### config.mk
export PLATFORM = sky130hd
export DESIGN_NAME = ir_symbol_rx
export DESIGN_NICKNAME = d
export VERILOG_FILES = /design/src/rtl/ir_rx_pkg.sv /design/src/rtl/ir_rx_timing.sv /design/src/rtl/ir_rx_fifo.sv /design/src/rtl/ir_rx_irq.sv /design/src/rtl/ir_symbol_rx.sv
export SDC_FILE = /design/constraint.sdc
export NUM_CORES = 1
export LEC_CHECK = 0
export ABC_AREA = 0
export BUFFER_PORTS_ARGS = -buffer_cell sky130_fd_sc_hd__buf_2
export CORE_MARGIN = 2
export CORE_UTILIZATION = 40
export CTS_CLUSTER_DIAMETER = 150
export DETAILED_ROUTE_END_ITERATION = 12
export GPL_TIMING_DRIVEN = 0
export PLACE_DENSITY_LB_ADDON = 0.12
export RECOVER_POWER = 50
export SYNTH_ARGS = -nofsm -noshare
export SYNTH_HDL_FRONTEND = slang
export SYNTH_SLANG_ARGS = --single-unit
### constraint.sdc
create_clock -name clk_i -period 6.49 [get_ports clk_i]
set_input_delay 0 -clock clk_i [delete_from_list [all_inputs] [get_ports clk_i]]
set_output_delay 0 -clock clk_i [all_outputs]
set_load 0.005 [all_outputs]
### src/rtl/ir_rx_pkg.sv
package ir_rx_pkg;
  typedef enum logic [3:0] {
    REG_EN    = 4'd0,
    REG_CFG   = 4'd1,
    REG_BUSY  = 4'd2,
    REG_CNT   = 4'd3,
    REG_DATA  = 4'd4,
    REG_MASK  = 4'd5,
    REG_STAT  = 4'd6,
    REG_CLR   = 4'd7,
    REG_START = 4'd8
  } reg_idx_e;

  typedef enum logic [1:0] {ST_IDLE, ST_MARK, ST_SPACE} cap_state_e;

  typedef struct packed {
    logic [15:0] maxw;
    logic [1:0]  fmt;
    logic [5:0]  lvl;
    logic        raw;
    logic [6:0]  presc;
  } cfg_t;

  localparam logic [31:0] CFG_RESET = 32'h3E80_0080;
  localparam int NFLAG = 3;
endpackage

### src/rtl/ir_rx_timing.sv
module ir_rx_timing
  import ir_rx_pkg::*;
#(
  parameter int CW = 16,
  parameter int PW = 7
) (
  input  logic          clk_i,
  input  logic          rst_ni,
  input  logic          ir_i,
  input  logic          active_i,
  input  logic [PW-1:0] presc_i,
  input  logic [CW-1:0] maxw_i,
  output logic          push_o,
  output logic          tmo_o,
  output logic [2*CW-1:0] word_o
);
  localparam logic [3:0] DEC_LAST = 4'd9;

  logic sync1_q, sync2_q, lvl_q;
  logic fall, rise, unit, hit;
  logic [PW-1:0] pre_q;
  logic [3:0] dec_q;
  logic [CW-1:0] mark_q, space_q;
  cap_state_e st_q;

  always_ff @(posedge clk_i or negedge rst_ni) begin
    if (!rst_ni) begin
      sync1_q <= 1'b1;
      sync2_q <= 1'b1;
      lvl_q   <= 1'b1;
    end else begin
      sync1_q <= ir_i;
      sync2_q <= sync1_q;
      lvl_q   <= sync2_q;
    end
  end

  assign fall = lvl_q & ~sync2_q;
  assign rise = ~lvl_q & sync2_q;
  assign unit = (pre_q == presc_i) && (dec_q == DEC_LAST);
  assign hit  = ({1'b0, mark_q} + {1'b0, space_q}) >= {1'b0, maxw_i};

  // Phase restarts on each edge so widths round down from the edge
  always_ff @(posedge clk_i or negedge rst_ni) begin
    if (!rst_ni) begin
      pre_q <= '0;
      dec_q <= '0;
    end else if (!active_i || fall || rise) begin
      pre_q <= '0;
      dec_q <= '0;
    end else if (pre_q == presc_i) begin
      pre_q <= '0;
      dec_q <= (dec_q == DEC_LAST) ? 4'd0 : dec_q + 4'd1;
    end else begin
      pre_q <= pre_q + 1'b1;
    end
  end

  always_ff @(posedge clk_i or negedge rst_ni) begin
    if (!rst_ni) begin
      st_q    <= ST_IDLE;
      mark_q  <= '0;
      space_q <= '0;
    end else if (!active_i) begin
      st_q    <= ST_IDLE;
      mark_q  <= '0;
      space_q <= '0;
    end else begin
      unique case (st_q)
        ST_IDLE: if (fall) begin
          st_q    <= ST_MARK;
          mark_q  <= '0;
          space_q <= '0;
        end
        ST_MARK: begin
          if (rise) begin
            st_q    <= ST_SPACE;
            space_q <= '0;
          end else if (unit && mark_q != '1) begin
            mark_q <= mark_q + 1'b1;
          end
        end
        ST_SPACE: begin
          if (fall) begin
            st_q    <= ST_MARK;
            mark_q  <= '0;
            space_q <= '0;
          end else if (hit) begin
            st_q <= ST_IDLE;
          end else if (unit && space_q != '1) begin
            space_q <= space_q + 1'b1;
          end
        end
        default: st_q <= ST_IDLE;
      endcase
    end
  end

  assign push_o = active_i && (st_q == ST_SPACE) && (fall || hit);
  assign tmo_o  = active_i && (st_q == ST_SPACE) && !fall && hit;
  assign word_o = {space_q, mark_q};


  tmo_ends_stream_chk: assert property (@(posedge clk_i) disable iff (!rst_ni)
    tmo_o |=> !push_o);
endmodule

### src/rtl/ir_rx_fifo.sv
module ir_rx_fifo #(
  parameter int DW    = 32,
  parameter int DEPTH = 16
) (
  input  logic                   clk_i,
  input  logic                   rst_ni,
  input  logic                   push_i,
  input  logic [DW-1:0]          data_i,
  input  logic                   pop_i,
  output logic [DW-1:0]          head_o,
  output logic [$clog2(DEPTH):0] count_o,
  output logic                   full_o,
  output logic                   drop_o
);
  localparam int AW = $clog2(DEPTH);

  logic [DW-1:0] mem_q [DEPTH];
  logic [AW-1:0] wr_q, rd_q;
  logic [AW:0]   cnt_q;
  logic do_push, do_pop;

  assign full_o  = (cnt_q == DEPTH[AW:0]);
  assign do_push = push_i && !full_o;
  assign do_pop  = pop_i && (cnt_q != '0);
  assign drop_o  = push_i && full_o;

  always_ff @(posedge clk_i) begin
    if (do_push) mem_q[wr_q] <= data_i;
  end

  always_ff @(posedge clk_i or negedge rst_ni) begin
    if (!rst_ni) begin
      wr_q  <= '0;
      rd_q  <= '0;
      cnt_q <= '0;
    end else begin
      if (do_push) wr_q <= (wr_q == AW'(DEPTH - 1)) ? '0 : wr_q + 1'b1;
      if (do_pop)  rd_q <= (rd_q == AW'(DEPTH - 1)) ? '0 : rd_q + 1'b1;
      cnt_q <= cnt_q + (AW+1)'(do_push) - (AW+1)'(do_pop);
    end
  end

  assign head_o  = (cnt_q != '0) ? mem_q[rd_q] : '0;
  assign count_o = cnt_q;


  no_overflow_chk: assert property (@(posedge clk_i) disable iff (!rst_ni)
    cnt_q <= DEPTH[AW:0]);

  pop_step_chk: assert property (@(posedge clk_i) disable iff (!rst_ni)
    (pop_i && !push_i && cnt_q != '0) |=> cnt_q == $past(cnt_q) - 1'b1);
endmodule

### src/rtl/ir_rx_irq.sv
module ir_rx_irq
  import ir_rx_pkg::*;
(
  input  logic             clk_i,
  input  logic             rst_ni,
  input  logic             en_i,
  input  logic [NFLAG-1:0] set_i,
  input  logic [NFLAG-1:0] clr_i,
  input  logic [NFLAG-1:0] mask_i,
  output logic [NFLAG-1:0] raw_o,
  output logic [NFLAG-1:0] pend_o,
  output logic             irq_o
);
  logic [NFLAG-1:0] raw_q;

  for (genvar i = 0; i < NFLAG; i++) begin : g_flag
    // set wins over a same-cycle clear
    always_ff @(posedge clk_i or negedge rst_ni) begin
      if (!rst_ni)       raw_q[i] <= 1'b0;
      else if (set_i[i]) raw_q[i] <= 1'b1;
      else if (clr_i[i]) raw_q[i] <= 1'b0;
    end
  end

  assign raw_o  = raw_q;
  assign pend_o = raw_q & ~mask_i;
  assign irq_o  = en_i && (|pend_o);
endmodule

### src/rtl/ir_symbol_rx.sv
module ir_symbol_rx
  import ir_rx_pkg::*;
#(
  parameter int DEPTH    = 16,
  parameter int INIT_CYC = 16
) (
  input  logic        clk_i,
  input  logic        rst_ni,
  input  logic        ir_i,
  input  logic        we_i,
  input  logic        re_i,
  input  logic [3:0]  addr_i,
  input  logic [31:0] wdata_i,
  output logic [31:0] rdata_o,
  output logic        irq_o
);
  localparam int CNTW = $clog2(DEPTH) + 1;
  localparam int BW   = $clog2(INIT_CYC + 1);

  cfg_t cfg_q;
  logic en_q, run_q;
  logic [BW-1:0] busy_q;
  logic [NFLAG-1:0] mask_q, clr, set, raw, pend;
  logic cap_active, sym_push, sym_tmo, fifo_full, fifo_drop, pop;
  logic [31:0] sym_word, head;
  logic [CNTW-1:0] count;
  reg_idx_e idx;

  assign idx = reg_idx_e'(addr_i);

  always_ff @(posedge clk_i or negedge rst_ni) begin
    if (!rst_ni) begin
      cfg_q  <= cfg_t'(CFG_RESET);
      en_q   <= 1'b0;
      run_q  <= 1'b0;
      busy_q <= '0;
      mask_q <= '1;
    end else begin
      if (we_i && idx == REG_EN && wdata_i[0]) busy_q <= BW'(INIT_CYC);
      else if (busy_q != '0)                    busy_q <= busy_q - 1'b1;
      if (we_i) begin
        unique case (idx)
          REG_EN: begin
            en_q <= wdata_i[0];
            if (!wdata_i[0]) run_q <= 1'b0;
          end
          REG_CFG:   cfg_q  <= cfg_t'(wdata_i);
          REG_MASK:  mask_q <= wdata_i[NFLAG-1:0];
          REG_START: run_q  <= 1'b1;
          default: ;
        endcase
      end
    end
  end

  assign cap_active = en_q && run_q && (busy_q == '0) && cfg_q.raw;
  assign pop        = re_i && (idx == REG_DATA);
  assign clr        = (we_i && idx == REG_CLR) ? wdata_i[18:16] : '0;
  assign set[0]     = ({2'b0, count} >= ({1'b0, cfg_q.lvl} + 7'd1));
  assign set[1]     = sym_tmo;
  assign set[2]     = fifo_drop;

  ir_rx_timing #(.CW(16), .PW(7)) u_timing (
    .clk_i, .rst_ni, .ir_i,
    .active_i(cap_active), .presc_i(cfg_q.presc), .maxw_i(cfg_q.maxw),
    .push_o(sym_push), .tmo_o(sym_tmo), .word_o(sym_word)
  );

  ir_rx_fifo #(.DW(32), .DEPTH(DEPTH)) u_fifo (
    .clk_i, .rst_ni, .push_i(sym_push), .data_i(sym_word), .pop_i(pop),
    .head_o(head), .count_o(count), .full_o(fifo_full), .drop_o(fifo_drop)
  );

  ir_rx_irq u_irq (
    .clk_i, .rst_ni, .en_i(en_q), .set_i(set), .clr_i(clr), .mask_i(mask_q),
    .raw_o(raw), .pend_o(pend), .irq_o
  );

  always_comb begin
    rdata_o = '0;
    unique case (idx)
      REG_EN:   rdata_o[0] = en_q;
      REG_CFG:  rdata_o = cfg_q;
      REG_BUSY: rdata_o[0] = (busy_q != '0);
      REG_CNT:  rdata_o[CNTW-1:0] = count;
      REG_DATA: rdata_o = head;
      REG_MASK: rdata_o[NFLAG-1:0] = mask_q;
      REG_STAT: begin
        rdata_o[26:24] = raw;
        rdata_o[10:8]  = pend;
      end
      default: ;
    endcase
  end


  no_capture_idle_chk: assert property (@(posedge clk_i) disable iff (!rst_ni)
    !cap_active |=> !sym_push);

  tmo_flag_chk: assert property (@(posedge clk_i) disable iff (!rst_ni)
    sym_tmo |=> raw[1]);

  ovf_flag_chk: assert property (@(posedge clk_i) disable iff (!rst_ni)
    (sym_push && fifo_full) |=> raw[2]);

  irq_enable_chk: assert property (@(posedge clk_i) disable iff (!rst_ni)
    irq_o |-> en_q);
endmodule

==> results of run 1 <==
final cells by class:
class	count	area (um2)	share of cell area, %
buffer	62	256.5	0.8274
clock buffer	96	1911	6.163
clock inverter	23	191.4	0.6175
inverter	80	300.3	0.9687
multi-input combinational	768	7853	25.33
sequential	618	18060	58.25
tap	864	1081	3.487
timing repair buffer	153	1351	4.359
worst min-delay path by stage:
stage	to	depth (start not counted)
finish	u_timing.sync1_q$_DFF_PN1_	2
global placement	u_timing.sync1_q$_DFF_PN1_	1
CTS	u_timing.sync1_q$_DFF_PN1_	2
global route	u_timing.sync1_q$_DFF_PN1_	2
floorplan	busy_q[0]$_DFFE_PN0P_	0
detailed placement	u_fifo.rd_q[3]$_DFFE_PN0P_	1
cells in the final DEF (no fill, tap or decap), types with 5 or more instances in the layout:
master,n
sky130_fd_sc_hd__edfxtp_1,512
sky130_fd_sc_hd__dlygate4sd3_1,48
sky130_fd_sc_hd__buf_12,8
sky130_fd_sc_hd__buf_1,9
sky130_fd_sc_hd__or4_1,11
sky130_fd_sc_hd__nor2_1,61
sky130_fd_sc_hd__clkbuf_16,71
sky130_fd_sc_hd__o31ai_1,15
sky130_fd_sc_hd__clkbuf_1,64
sky130_fd_sc_hd__clkinv_2,11
sky130_fd_sc_hd__buf_2,80
sky130_fd_sc_hd__and3_2,8
sky130_fd_sc_hd__clkinv_1,6
sky130_fd_sc_hd__buf_6,17
sky130_fd_sc_hd__nor3_1,13
sky130_fd_sc_hd__mux4_2,161
sky130_fd_sc_hd__nor2_4,7
sky130_fd_sc_hd__a22oi_1,8
sky130_fd_sc_hd__xor2_1,12
sky130_fd_sc_hd__and3_1,12
sky130_fd_sc_hd__o21ai_0,53
sky130_fd_sc_hd__nand2b_1,13
sky130_fd_sc_hd__ha_1,55
sky130_fd_sc_hd__inv_1,80
sky130_fd_sc_hd__nor2b_1,9
sky130_fd_sc_hd__nand4_1,11
sky130_fd_sc_hd__xnor2_1,28
sky130_fd_sc_hd__a21o_1,8
sky130_fd_sc_hd__mux2_2,40
sky130_fd_sc_hd__buf_16,5
sky130_fd_sc_hd__nand3_1,33
sky130_fd_sc_hd__a211oi_1,5
sky130_fd_sc_hd__dfrtp_1,83
sky130_fd_sc_hd__dfstp_2,11
sky130_fd_sc_hd__dfrtp_2,10
sky130_fd_sc_hd__a21oi_1,39
sky130_fd_sc_hd__nand2_1,92
metrics by stage:
stage | TNS [ns] | setup slack, ns | power, uW
final | 0 | 0.3221 | 9716
after global routing | 0 | 0.01883 | 10100
after CTS | 0 | 0.07739 | 9835
after detailed placement | -1.529 | -0.09050 | 6101
after global placement | -984.12 | -4.825 | 6084
after floorplan | 0 | 0.03057 | 5517
logic make-up after synthesis:
family                     after synthesis  synth area share (%)
and+or+nand+nor                        295                 5.508
AOI/OAI and AO/OA                      171                 4.274
muxes                                  205                 15.61
buffers and inverters                  142                 2.106
adders and majority gates               57                 2.761
DFF                                    618                 68.41
xor gates and xnor gates                40                 1.328
sequential cells by signal, summed over array words and instances (netlist names), 3 cells and up:
register and count:
busy_q 5, u_irq.raw_o 3, u_timing.dec_q 4, cfg_q 32, u_fifo.count_o 5, u_fifo.mem_q 512, u_fifo.rd_q 4, u_timing.pre_q 7
mask_q 3, u_timing.mark_q 16, u_fifo.wr_q 4, u_timing.space_q 16
routing by layer:
layer | vias up | GRT usage, % | wire length [um]
met5 | - | 0 | 0
met2 | 455 | 35.54 | 35300
met3 | 127 | 3.866 | 3896
li1 | 6485 | - | -
met4 | 0 | 8.794 | 2643
met1 | 7863 | 29.51 | 31220
report_power, final:
part	total (uW)	internal (uW)	switching, uW
logic	1540	616	923
registers	4470	4360	119
clock network	3700	2170	1540
critical path, stage by stage (launching register included):
cell                       delay [ns]
sky130_fd_sc_hd__dfrtp_1         0.65
sky130_fd_sc_hd__ha_1            0.39
sky130_fd_sc_hd__a211oi_2        0.33
sky130_fd_sc_hd__nand2_1         0.09
sky130_fd_sc_hd__a31oi_1         0.19
sky130_fd_sc_hd__nor3_1          0.12
sky130_fd_sc_hd__o31a_1          0.36
sky130_fd_sc_hd__a21o_1          0.19
sky130_fd_sc_hd__a21oi_1         0.17
sky130_fd_sc_hd__xnor2_1         0.09
sky130_fd_sc_hd__ha_1            0.28
sky130_fd_sc_hd__nand3_1         0.14
sky130_fd_sc_hd__nor3_1          0.39
sky130_fd_sc_hd__o311ai_1        0.22
sky130_fd_sc_hd__nand3_1         0.18
sky130_fd_sc_hd__nor2_1          0.09
sky130_fd_sc_hd__a21oi_2         0.39
sky130_fd_sc_hd__buf_2           0.29
sky130_fd_sc_hd__nand2_1         0.17
sky130_fd_sc_hd__nor3_4          0.47
sky130_fd_sc_hd__buf_6           0.24
sky130_fd_sc_hd__buf_6           0.19
sky130_fd_sc_hd__buf_6           0.20
repair_timing:
item / 4_1_cts / 5_1_grt
hold buffers: 49 / 0
endpoints found under the hold margin: 143 / 0
gates resized for setup: 2 / 11
setup endpoints to repair: 18 / 100
pin swaps: 0 / 0
==> impl_results.rst, run 1 <==
.. list-table::
   :header-rows: 1

   * - Metric
     - Value
   * - Unrepaired setup endpoints after global routing
     - no
   * - Cell taking the most area after synthesis
     - sky130_fd_sc_hd__edfxtp_1
   * - Largest net degree at the start of global routing
     - 56
   * - Layout cells sized above 1
     - about 26%
   * - Worst clock skew
     - approximately 0.023 ns
   * - Tightest Hold Check Type
     - input pin to flip-flop
   * - Tightest Pin Transition
     - 3.235 ns
   * - Max IR drop VDD
     - around 0.00019 V
   * - Final Wtd Congestion
     - 0.8246
   * - Power per cell area
     - between 300 and 400 mW/mm2
   * - Warning count from the yosys run
     - 0
   * - Nets
     - 1849
   * - Starting utilization of the core area
     - 40.26%
   * - Clock transition at the registers of the reported paths
     - 0.06 ns
   * - Maximum number of buffers from clock root to sink
     - 3
   * - Util after Layout
     - roughly 47%
   * - CP Launch Type
     - flip-flop
   * - Worst Hold Margin
     - 0.04608 ns
   * - Most frequent cells after synthesis
     - 512 x sky130_fd_sc_hd__edfxtp_1, 161 x sky130_fd_sc_hd__mux4_2, 93 x sky130_fd_sc_hd__dfrtp_1, 92 x sky130_fd_sc_hd__nand2_1, 80 x sky130_fd_sc_hd__inv_1
   * - Failing checks
     - max-capacitance violations, max-slew violations
   * - Number of placement rows
     - 94
   * - Setup slack on the worst flop-to-flop path
     - 0.32 ns
   * - Worst Path Required
     - between 6 and 7 ns
   * - Iteration-0 DRC Markers
     - 1499
   * - Post-detailed-route via-to-cell ratio
     - 5.604
   * - Hold path start
     - ir_i
   * - Mean post-synth cell area
     - 17.26 um2
   * - Area of placed instances
     - roughly 0.028 mm2
   * - Result of the run
     - complete, but fails checks
   * - Time the worst path needs with I/O delays and setup
     - between 6 and 7 ns
   * - Antenna diodes
     - 0
   * - Routed via count
     - 14930
   * - Reg-to-Reg End
     - u_fifo.mem_q[1][21]$_DFFE_PP_
   * - Worst rel slew slack
     - -115.7%
   * - Width of the chip
     - between 200 and 300 um
   * - Number of CTS-inserted buffers
     - 68
   * - Antenna violations before repair
     - 0
   * - Total count of hold-check failures in the final report
     - 0
   * - Number of iterations in the first detailed-routing pass
     - 5
   * - Number of clock sinks
     - 618
   * - Root Driver
     - sky130_fd_sc_hd__clkbuf_16
   * - Number of antenna-violating nets in the routed design
     - 0
   * - Post-synth top area share
     - 58.29%
   * - Post-CTS Setup Bufs
     - 0
   * - Start of the worst register-to-register path
     - u_timing.space_q[6]$_DFFE_PN0P_
   * - Number of filler cells placed in the layout
     - 5548
   * - H-tree depth
     - 3
   * - Number of cells in the finished layout apart from fillers
     - about 2700
   * - Biggest area contributors in the synthesized netlist
     - sky130_fd_sc_hd__edfxtp_1 58%, sky130_fd_sc_hd__mux4_2 14%, sky130_fd_sc_hd__dfrtp_1 8.8%, sky130_fd_sc_hd__ha_1 2.6%, sky130_fd_sc_hd__mux2_2 1.7%
   * - Leftover overflow at the end of global routing
     - 0
   * - Synthesized net count
     - around 1600
   * - Most frequent cell after synthesis
     - sky130_fd_sc_hd__edfxtp_1
   * - Synth cell types
     - roughly 70
   * - Worst-path maximum fanout
     - 21
   * - Cell count after synthesis
     - 1528
   * - Post-synth ARST share
     - 17.15%
   * - Crit path launch
     - u_timing.space_q[6]$_DFFE_PN0P_
   * - Tot GR Track Use
     - 21.94%
   * - CTS tree
     - built
   * - Number of cells in the design after placement
     - 2496
   * - Vias in the first global route
     - 15250
   * - Count of final setup violators
     - 0
   * - Global-route wire length before repair
     - 105.2 mm
   * - Kind of capture point of the worst setup path
     - flip-flop
   * - Post-route design area
     - 0.03100 mm2
   * - Termination of the worst setup path
     - u_fifo.mem_q[1][21]$_DFFE_PP_
   * - Number of cell instances on the worst register-to-register path
     - 22
   * - Final worst path period share
     - 95.04%
   * - Clock insertion delay at the later pin of the skew report
     - 0.60 ns
   * - Number of top-level pins
     - 74
   * - LEAKAGE
     - 0.009577 uW
   * - Area Growth Syn to Fin
     - 17.53%
   * - Max Slew Vio Count
     - 103
   * - Post-synthesis sequential area ratio
     - 68.41%
   * - Post-Route WL
     - between 70 and 80 mm
   * - Most used flip-flop cell after synthesis
     - sky130_fd_sc_hd__edfxtp_1
   * - EDFF count, synth
     - 512
   * - CP Class
     - flip-flop to flip-flop
   * - Wire length per cell
     - 27.42 um
   * - Yosys reg bits
     - 618
   * - Upper clock frequency limit
     - 162.1 MHz
   * - Core footprint
     - 0.06551 mm2
   * - Number of port buffers
     - 71
   * - Total Die Area
     - ~0.068 mm2
   * - Post-Syn Area
     - 0.02638 mm2
   * - Maximum capacitance violations
     - 2
   * - WP data arrival
     - 6.46 ns
   * - Die Ht
     - 260.8 um
   * - Final routed DRC violation total
     - 0
   * - DPL Wire Length
     - 49.55 mm
Note: power is estimated with default switching activity, not from simulation.
==> run 2, diff against run 1 <==
--- a/config.mk
+++ b/config.mk
@@ -7,6 +7,7 @@
 export LEC_CHECK = 0
 export ABC_AREA = 0
 export BUFFER_PORTS_ARGS = -buffer_cell sky130_fd_sc_hd__buf_2
+export CORE_ASPECT_RATIO = 1.75
 export CORE_MARGIN = 2
 export CORE_UTILIZATION = 40
 export CTS_CLUSTER_DIAMETER = 150
==> run 2 against run 1 <==
Net effect: the flow still finishes with violations (max-capacitance violations, max-slew violations); highest routed layer unchanged; critical path type unchanged; fmax rose by 0.82%; final area is 0.31% lower; cell count rose by 0.26%; clock skew down 0.0033 ns.
==> impl_results.rst, run 2 (synthesized netlist as in run 1, its figures left out) <==
.. list-table::
   :header-rows: 1

   * - Metric
     - Value
   * - Number of CTS-inserted buffers
     - 57 (-16%)
   * - Number of iterations in the first detailed-routing pass
     - 6 (+1)
   * - Commonest non-fill, non-tap cell in the layout
     - sky130_fd_sc_hd__edfxtp_1
   * - Root Driver
     - sky130_fd_sc_hd__clkbuf_16
   * - Post-detailed-route via-to-cell ratio
     - 5.625 (+0.37%)
   * - Area of placed instances
     - 0.02853 mm2 (+0.39%)
   * - Post-route design area
     - 0.03090 mm2 (-0.31%)
   * - Vias in the first global route
     - 15690 (+2.9%)
   * - Final worst path period share
     - 94.27% (-0.77 points)
   * - Largest registers
     - u_fifo.mem_q: 512 flops, cfg_q: 32 flops
   * - Tot GR Track Use
     - 22.70% (+0.76 points)
   * - Number of clock sinks
     - 618 (unchanged)
   * - Post-CTS Setup Bufs
     - 0 (unchanged)
   * - Leftover overflow at the end of global routing
     - 0 (unchanged)
   * - Core footprint
     - 0.06532 mm2 (-0.29%)
   * - WP data arrival
     - 6.44 ns (-0.02 ns)
   * - CP Launch Type
     - flip-flop
   * - Flip-flop count of the largest register after layout
     - 512 (unchanged)
   * - Number of top-level pins
     - 74 (unchanged)
   * - Worst clock skew
     - 0.01977 ns (-0.003336 ns)
   * - Largest delay contributor family on the critical path
     - compound AO/OA/AOI/OAI gates
   * - Total count of hold-check failures in the final report
     - 0 (unchanged)
   * - Failing checks
     - max-capacitance violations, max-slew violations
   * - Count of final setup violators
     - 0 (unchanged)
   * - Peak per-stage delay on the critical path
     - 0.90 ns (+0.25 ns)
   * - Wire length per cell
     - 28.09 um (+2.4%)
   * - Largest net degree at the start of global routing
     - 69 (+23%)
   * - LEAKAGE
     - 0.009527 uW (-0.52%)
   * - Upper clock frequency limit
     - 163.5 MHz (+0.82%)
   * - Final routed DRC violation total
     - 0 (unchanged)
   * - Area Growth Syn to Fin
     - 17.17%
   * - Antenna violations before repair
     - 1 (+1)
   * - Unrepaired setup endpoints after global routing
     - no
   * - CTS tree
     - built
   * - H-tree depth
     - 2 (-1)
   * - Layout cells sized above 1
     - 25.38% (-0.34 points)
   * - Result of the run
     - complete, but fails checks
   * - Final Wtd Congestion
     - 0.9194 (+11%)
   * - Number of antenna-violating nets in the routed design
     - 0 (unchanged)
   * - Tightest Hold Check Type
     - input pin to flip-flop
   * - Die Ht
     - 343.7 um (+32%)
   * - Worst-path cell chain
     - ha_1 > o21ai_0 > o21bai_1 > a31oi_1 > nor3_1 > o31a_1 > a21o_1 > a21oi_1 > xnor2_1 > ha_1 > nand3_1 > nor3_1 > o311ai_1 > nand3_1 > nor2_1 > a21oi_2 > buf_2 > and3_2 > buf_16
   * - Kind of capture point of the worst setup path
     - flip-flop
   * - DPL Wire Length
     - 51.23 mm (+3.4%)
   * - Global-route wire length before repair
     - 108.8 mm (+3.4%)
   * - Fin worst setup slack
     - 0.3721 ns (+0.05002 ns)
   * - Max stage delay cell, worst path
     - sky130_fd_sc_hd__dfrtp_1
   * - Antenna diodes
     - 0 (unchanged)
   * - Time the worst path needs with I/O delays and setup
     - 6.118 ns (-0.05002 ns)
   * - Worst Path Required
     - 6.81 ns (+0.03 ns)
   * - Clock transition at the registers of the reported paths
     - 0.06 ns (about the same)
   * - Clock insertion delay at the later pin of the skew report
     - 0.63 ns (+0.03 ns)
   * - Worst-path maximum fanout
     - 22 (+4.8%)
   * - Post-Route WL
     - 75.02 mm (+2.7%)
   * - Number of placement rows
     - 124 (+32%)
   * - Max IR drop VDD
     - 0.0002169 V (+16%)
   * - Number of filler cells placed in the layout
     - 5594 (+0.83%)
   * - Tightest Pin Transition
     - 4.061 ns (+0.8265 ns)
   * - Nets
     - 1838 (-0.59%)
   * - Width of the chip
     - 198.1 um (-24%)
   * - Commonest cells after routing, fill and taps aside
     - 512 x sky130_fd_sc_hd__edfxtp_1, 161 x sky130_fd_sc_hd__mux4_2, 92 x sky130_fd_sc_hd__nand2_1
   * - Top reg by flops
     - u_fifo.mem_q
   * - Number of cells in the design after placement
     - 2516 (+0.80%)
   * - Iteration-0 DRC Markers
     - 1278 (-15%)
   * - Crit path buf inv count
     - 2 (-2)
   * - Maximum number of buffers from clock root to sink
     - 3 (unchanged)
   * - Starting utilization of the core area
     - 40.38% (+0.12 points)
   * - Number of cells in the finished layout apart from fillers
     - 2671 (+0.26%)
   * - Post-placement setup slack
     - 0.2012 ns (+0.2917 ns)
   * - Total Die Area
     - 0.06809 mm2 (+0.12%)
   * - Routed via count
     - 15020 (+0.63%)
   * - Worst rel slew slack
     - -170.8% (-55 points)
   * - Power per cell area
     - 308.4 mW/mm2 (-1.6%)
   * - Maximum capacitance violations
     - 2 (unchanged)
   * - CP Class
     - flip-flop to flip-flop
   * - Max Slew Vio Count
     - 103 (unchanged)
   * - Number of port buffers
     - 71 (unchanged)
==> run 2: cell types whose count changed in the layout (fill, tap and decap cells not counted), sizes merged <==
cell,delta
inv,+1
buf,+4
clkdlybuf4s18,-1
clkinv,+3
bufinv,+4
dlygate4sd3,-3
clkbuf,-19
==> run 2: cell type report <==
cell class / count / area (um2) / share of cell area (%)
Clock buffer: 77 / 1584 / 5.126
Clock inverter: 31 / 337.8 / 1.093
Timing Repair Buffer: 153 / 1419 / 4.591
Inverter: 80 / 300.3 / 0.9717
Tap cell: 882 / 1104 / 3.571
Multi-Input combinational cell: 768 / 7855 / 25.42
Buffer: 62 / 255.2 / 0.8259
Sequential cell: 618 / 18050 / 58.40
==> run 2: worst reg2reg max path, cell delays in order (launching register included) <==
cell                       delay, ns
sky130_fd_sc_hd__dfrtp_1        0.90
sky130_fd_sc_hd__ha_1           0.41
sky130_fd_sc_hd__o21ai_0        0.18
sky130_fd_sc_hd__o21bai_1       0.11
sky130_fd_sc_hd__a31oi_1        0.25
sky130_fd_sc_hd__nor3_1         0.12
sky130_fd_sc_hd__o31a_1         0.34
sky130_fd_sc_hd__a21o_1         0.19
sky130_fd_sc_hd__a21oi_1        0.17
sky130_fd_sc_hd__xnor2_1        0.08
sky130_fd_sc_hd__ha_1           0.30
sky130_fd_sc_hd__nand3_1        0.10
sky130_fd_sc_hd__nor3_1         0.37
sky130_fd_sc_hd__o311ai_1       0.20
sky130_fd_sc_hd__nand3_1        0.18
sky130_fd_sc_hd__nor2_1         0.09
sky130_fd_sc_hd__a21oi_2        0.41
sky130_fd_sc_hd__buf_2          0.31
sky130_fd_sc_hd__and3_2         0.83
sky130_fd_sc_hd__buf_16         0.25
==> run 2: repair_timing <==
action	4_1_cts	5_1_grt
gates resized for setup	0	7
hold endpoints to repair	147	0
hold buffers	46	0
endpoints found under the setup margin	0	149
==> run 2: per-layer routing <==
metal / GRT usage, % / vias up / part of all wire [%] / routed length (um)
met4: 7.143 / 0 / 3.1 / 2296
met5: 0 / - / 0 / 0
met1: 28.38 / 7937 / 39 / 29180
li1: - / 6430 / - / -
met3: 2.480 / 128 / 4.9 / 3662
met2: 41.14 / 529 / 53 / 39880
==> run 2: final timing paths <==
kind                            slack, ns                         endpoint  cells past startpoint                           start
worst max-delay path                 0.37   u_fifo.mem_q[11][28]$_DFFE_PP_                     19  u_timing.mark_q[2]$_DFFE_PN0P_
worst min-delay path                 0.14            cfg_q[26]$_DFFE_PN1P_                      3                     wdata_i[26]
worst max register to register       0.37   u_fifo.mem_q[11][28]$_DFFE_PP_                     19  u_timing.mark_q[2]$_DFFE_PN0P_
worst min register to register       0.36       u_timing.sync2_q$_DFF_PN1_                      0      u_timing.sync1_q$_DFF_PN1_
max in group asynchronous            1.36  u_timing.space_q[1]$_DFFE_PN0P_                      4                          rst_ni
min in group asynchronous            0.90            mask_q[1]$_DFFE_PN1P_                      3                          rst_ni
==> run 2: where the power goes <==
part / internal [uW] / leakage [uW] / switching [uW]
Combinational: 618 / 0.00364 / 931
Clock: 1990 / 0.000939 / 1500
Sequential: 4350 / 0.00495 / 135
Total: 6960 / 0.00953 / 2570
==> run 2: per-stage QoR <==
step / hold WS [ns] / setup TNS (ns) / power (uW) / util (%)
3_3_place_gp: 0.1061 / -1016.75 / 6111 / 42.61
5_1_grt: 0.1170 / 0 / 9882 / 47.31
3_5_place_dp: -0.05230 / 0 / 6132 / 43.68
2_1_floorplan: -0.2956 / 0 / 5517 / -
6_report: 0.1351 / 0 / 9531 / 47.31
4_1_cts: 0.09088 / 0 / 9650 / 47.34
==> run 3, diff against run 2 <==
--- a/config.mk
+++ b/config.mk
@@ -13,8 +13,8 @@
 export CTS_CLUSTER_DIAMETER = 150
 export DETAILED_ROUTE_END_ITERATION = 12
 export GPL_TIMING_DRIVEN = 0
-export PLACE_DENSITY_LB_ADDON = 0.12
-export RECOVER_POWER = 50
+export PLACE_DENSITY = 0.66
+export SLEW_MARGIN = 25
 export SYNTH_ARGS = -nofsm -noshare
 export SYNTH_HDL_FRONTEND = slang
 export SYNTH_SLANG_ARGS = --single-unit
==> run 3 against run 2 <==
Net effect: the flow now finishes without violations; critical path type unchanged; final area shrank 0.47%; routed wire length down 7.6%; power down 2.7%; flip-flop and latch count unchanged; critical endpoint is now u_fifo.mem_q[0][29]$_DFFE_PP_; clock power down 6.0%; largest cell class unchanged; non-clock buffer count rose by 1; global-route usage shrank 2.1 points.
==> impl_results.rst, run 3 (synthesized netlist as in run 1, its figures left out) <==
.. list-table::
   :header-rows: 1

   * - Metric
     - Value
   * - Tightest Pin Transition
     - 1.074 ns (-2.988 ns)
   * - Largest net degree at the start of global routing
     - 53 (-23%)
   * - Final total negative setup slack
     - 0 ns (unchanged)
   * - Post-detailed-route via-to-cell ratio
     - 5.643 (+0.32%)
   * - Max Slew Vio Count
     - 0 (-100%)
   * - WP data arrival
     - 6.41 ns (-0.03 ns)
   * - Wire length per cell
     - 26.02 um (-7.4%)
   * - Setup slack on the worst flop-to-flop path
     - 0.37 ns (about the same)
   * - Commonest cells after routing, fill and taps aside
     - 512 x sky130_fd_sc_hd__edfxtp_1, 161 x sky130_fd_sc_hd__mux4_2, 92 x sky130_fd_sc_hd__nand2_1
   * - Clock transition at the registers of the reported paths
     - 0.07 ns (about the same)
   * - Unrepaired setup endpoints after global routing
     - no
   * - Number of port buffers
     - 71 (unchanged)
   * - Upper clock frequency limit
     - 163.4 MHz (about the same)
   * - Iteration-0 DRC Markers
     - 1262 (-1.3%)
   * - Number of CTS-inserted buffers
     - 53 (-7.0%)
   * - Count of final setup violators
     - 0 (unchanged)
   * - Worst-path maximum fanout
     - 23 (+4.5%)
   * - Starting utilization of the core area
     - 40.38% (unchanged)
   * - Tightest Hold Check Type
     - input pin to async pin
   * - Start of the worst register-to-register path
     - u_timing.mark_q[3]$_DFFE_PN0P_
   * - DPL Wire Length
     - 47.12 mm (-8.0%)
   * - Width of the chip
     - 198.1 um (unchanged)
   * - Result of the run
     - complete, no violations
   * - Global-route wire length before repair
     - 100.9 mm (-7.2%)
   * - Number of antenna-violating nets in the routed design
     - 0 (unchanged)
   * - Routed via count
     - 15030 (+0.020%)
   * - Leftover overflow at the end of global routing
     - 0 (unchanged)
   * - Final worst path period share
     - 94.31% (about the same)
   * - Final routed DRC violation total
     - 0 (unchanged)
   * - LEAKAGE
     - 0.009456 uW (-0.74%)
   * - Area Growth Syn to Fin
     - 16.62%
   * - Tot GR Track Use
     - 20.64% (-2.1 points)
   * - Worst rel slew slack
     - 28.41% (+200 points)
   * - Number of placement rows
     - 124 (unchanged)
   * - Total Die Area
     - 0.06809 mm2 (unchanged)
   * - Post-route design area
     - 0.03076 mm2 (-0.47%)
   * - Core footprint
     - 0.06532 mm2 (unchanged)
   * - Number of top-level pins
     - 74 (unchanged)
   * - Number of iterations in the first detailed-routing pass
     - 5 (-1)
   * - Flip-flop count of the largest register after layout
     - 512 (unchanged)
   * - Routed wire length on met3
     - 3.620 mm (-1.1%)
   * - Post-Route WL
     - 69.29 mm (-7.6%)
   * - Number of cell instances on the worst register-to-register path
     - 21 (+2)
   * - Area of placed instances
     - 0.02843 mm2 (-0.34%)
   * - Highest routing layer actually used
     - met5
   * - Number of cells in the design after placement
     - 2515 (-0.040%)
   * - Number of cells in the finished layout apart from fillers
     - 2663 (-0.30%)
   * - CP Launch Type
     - flip-flop
   * - Routed length on met1
     - 24.69 mm (-15%)
   * - Worst clock skew
     - 0.02387 ns (+0.004099 ns)
   * - Clock insertion delay at the later pin of the skew report
     - 0.60 ns (-0.03 ns)
   * - Antenna diodes
     - 0 (unchanged)
   * - Vias in the first global route
     - 15520 (-1.1%)
   * - Commonest non-fill, non-tap cell in the layout
     - sky130_fd_sc_hd__edfxtp_1
   * - Largest registers
     - u_fifo.mem_q: 512 flops, cfg_q: 32 flops
   * - CTS tree
     - built
   * - Total chip power
     - 9273 uW (-2.7%)
   * - Die Ht
     - 343.7 um (unchanged)
   * - H-tree depth
     - 2 (unchanged)
   * - Number of filler cells placed in the layout
     - 5426 (-3.0%)
   * - Crit path launch
     - u_timing.mark_q[3]$_DFFE_PN0P_
   * - Top reg by flops
     - u_fifo.mem_q
   * - Number of clock sinks
     - 618 (unchanged)
   * - Antenna violations before repair
     - 3 (+2)
   * - Kind of capture point of the worst setup path
     - flip-flop
   * - Maximum number of buffers from clock root to sink
     - 3 (unchanged)
   * - Power per cell area
     - 301.5 mW/mm2 (-2.2%)
   * - CP Class
     - flip-flop to flip-flop
   * - Time the worst path needs with I/O delays and setup
     - 6.121 ns (+0.002816 ns)
   * - Worst Hold Margin
     - 0.01703 ns (-0.1181 ns)
   * - Met2 wire length
     - 37.28 mm (-6.5%)
   * - Maximum capacitance violations
     - 0 (-2)
   * - Worst Path Required
     - 6.78 ns (-0.03 ns)
   * - Layout cells sized above 1
     - 26.28% (+0.90 points)
   * - Nets
     - 1835 (-0.16%)
   * - Root Driver
     - sky130_fd_sc_hd__clkbuf_16
   * - Final Wtd Congestion
     - 0.9399 (+2.2%)
   * - Max IR drop VDD
     - 0.0002358 V (+8.7%)
   * - Total count of hold-check failures in the final report
     - 0 (unchanged)
## run 3: cell types whose count changed in the layout (fill, tap and decap cells not counted), moves of 2 or more
| cell | previous run | this run |
|---|---|---|
| sky130_fd_sc_hd__buf_4 | 1 | 21 |
| sky130_fd_sc_hd__clkbuf_2 | 0 | 5 |
| sky130_fd_sc_hd__clkinv_1 | 9 | 1 |
| sky130_fd_sc_hd__clkbuf_16 | 59 | 55 |
| sky130_fd_sc_hd__and3_2 | 8 | 0 |
| sky130_fd_sc_hd__buf_2 | 80 | 83 |
| sky130_fd_sc_hd__buf_8 | 5 | 1 |
| sky130_fd_sc_hd__dfrtp_1 | 89 | 85 |
| sky130_fd_sc_hd__inv_6 | 1 | 3 |
| sky130_fd_sc_hd__buf_6 | 14 | 2 |
| sky130_fd_sc_hd__and3_4 | 0 | 8 |
| sky130_fd_sc_hd__dfrtp_2 | 4 | 8 |
| sky130_fd_sc_hd__clkbuf_1 | 59 | 50 |
## run 3: power by group
group	total [uW]	leakage, uW	switching (uW)	internal, uW
clock network	3280	0.000869	1430	1850
logic	1520	0.00365	901	618
registers	4470	0.00494	121	4350
## run 3: stage by stage
stage	util, %	setup WS, ns
after detailed placement	43.53	-0.3926
after global routing	47.09	0.02404
after global placement	42.61	-4.530
final	47.09	0.3693
after floorplan	-	0.03057
after CTS	47.04	0.00009992
## run 3: final cells by class
| cell class | count | area, um2 | area share [%] |
|---|---|---|---|
| tap | 882 | 1104 | 3.588 |
| timing repair buffer | 154 | 1348 | 4.381 |
| clock buffer | 75 | 1491 | 4.849 |
| sequential | 618 | 18050 | 58.69 |
| multi-input combinational | 768 | 7905 | 25.70 |
| inverter | 80 | 300.3 | 0.9762 |
| buffer | 62 | 262.8 | 0.8542 |
| clock inverter | 24 | 295.3 | 0.9600 |
## run 3: per-layer routing
metal  track usage [%]  vias to the layer above
li1                  -                     6431
met1             23.24                     7827
met2             38.09                      596
met3             2.510                      169
met4             10.65                        4
met5                 0                        -
## run 3: final timing paths
path                                            endpoint
min in group clk_i            u_timing.sync1_q$_DFF_PN1_
setup / recovery           u_fifo.mem_q[0][29]$_DFFE_PP_
hold / removal                      cfg_q[7]$_DFFE_PN1P_
max in group asynchronous     u_timing.sync2_q$_DFF_PN1_
hold reg to reg               u_timing.sync2_q$_DFF_PN1_
setup reg to reg           u_fifo.mem_q[0][29]$_DFFE_PP_
## run 3: critical path: stages (launching register included)
cell                       delay, ns
sky130_fd_sc_hd__dfrtp_1        0.84
sky130_fd_sc_hd__ha_1           0.42
sky130_fd_sc_hd__o21ai_0        0.11
sky130_fd_sc_hd__o21bai_1       0.11
sky130_fd_sc_hd__a31oi_1        0.27
sky130_fd_sc_hd__nor3_1         0.13
sky130_fd_sc_hd__o31a_1         0.35
sky130_fd_sc_hd__a21o_1         0.19
sky130_fd_sc_hd__a21oi_1        0.16
sky130_fd_sc_hd__xnor2_1        0.09
sky130_fd_sc_hd__ha_1           0.29
sky130_fd_sc_hd__nand3_1        0.08
sky130_fd_sc_hd__nor3_1         0.32
sky130_fd_sc_hd__o311ai_1       0.19
sky130_fd_sc_hd__nand3_1        0.16
sky130_fd_sc_hd__nor2_1         0.10
sky130_fd_sc_hd__a21oi_4        0.41
sky130_fd_sc_hd__buf_2          0.35
sky130_fd_sc_hd__nand2_1        0.21
sky130_fd_sc_hd__nor3_4         0.46
sky130_fd_sc_hd__buf_4          0.30
sky130_fd_sc_hd__buf_4          0.22
## run 3: what timing repair did
item,CTS,global route
resized for setup,6,6
pin swaps,0,1
endpoints found under the setup margin,90,63
hold buffers,47,0
hold endpoints to repair,149,0
buffers inserted,0,2
cloned,0,0
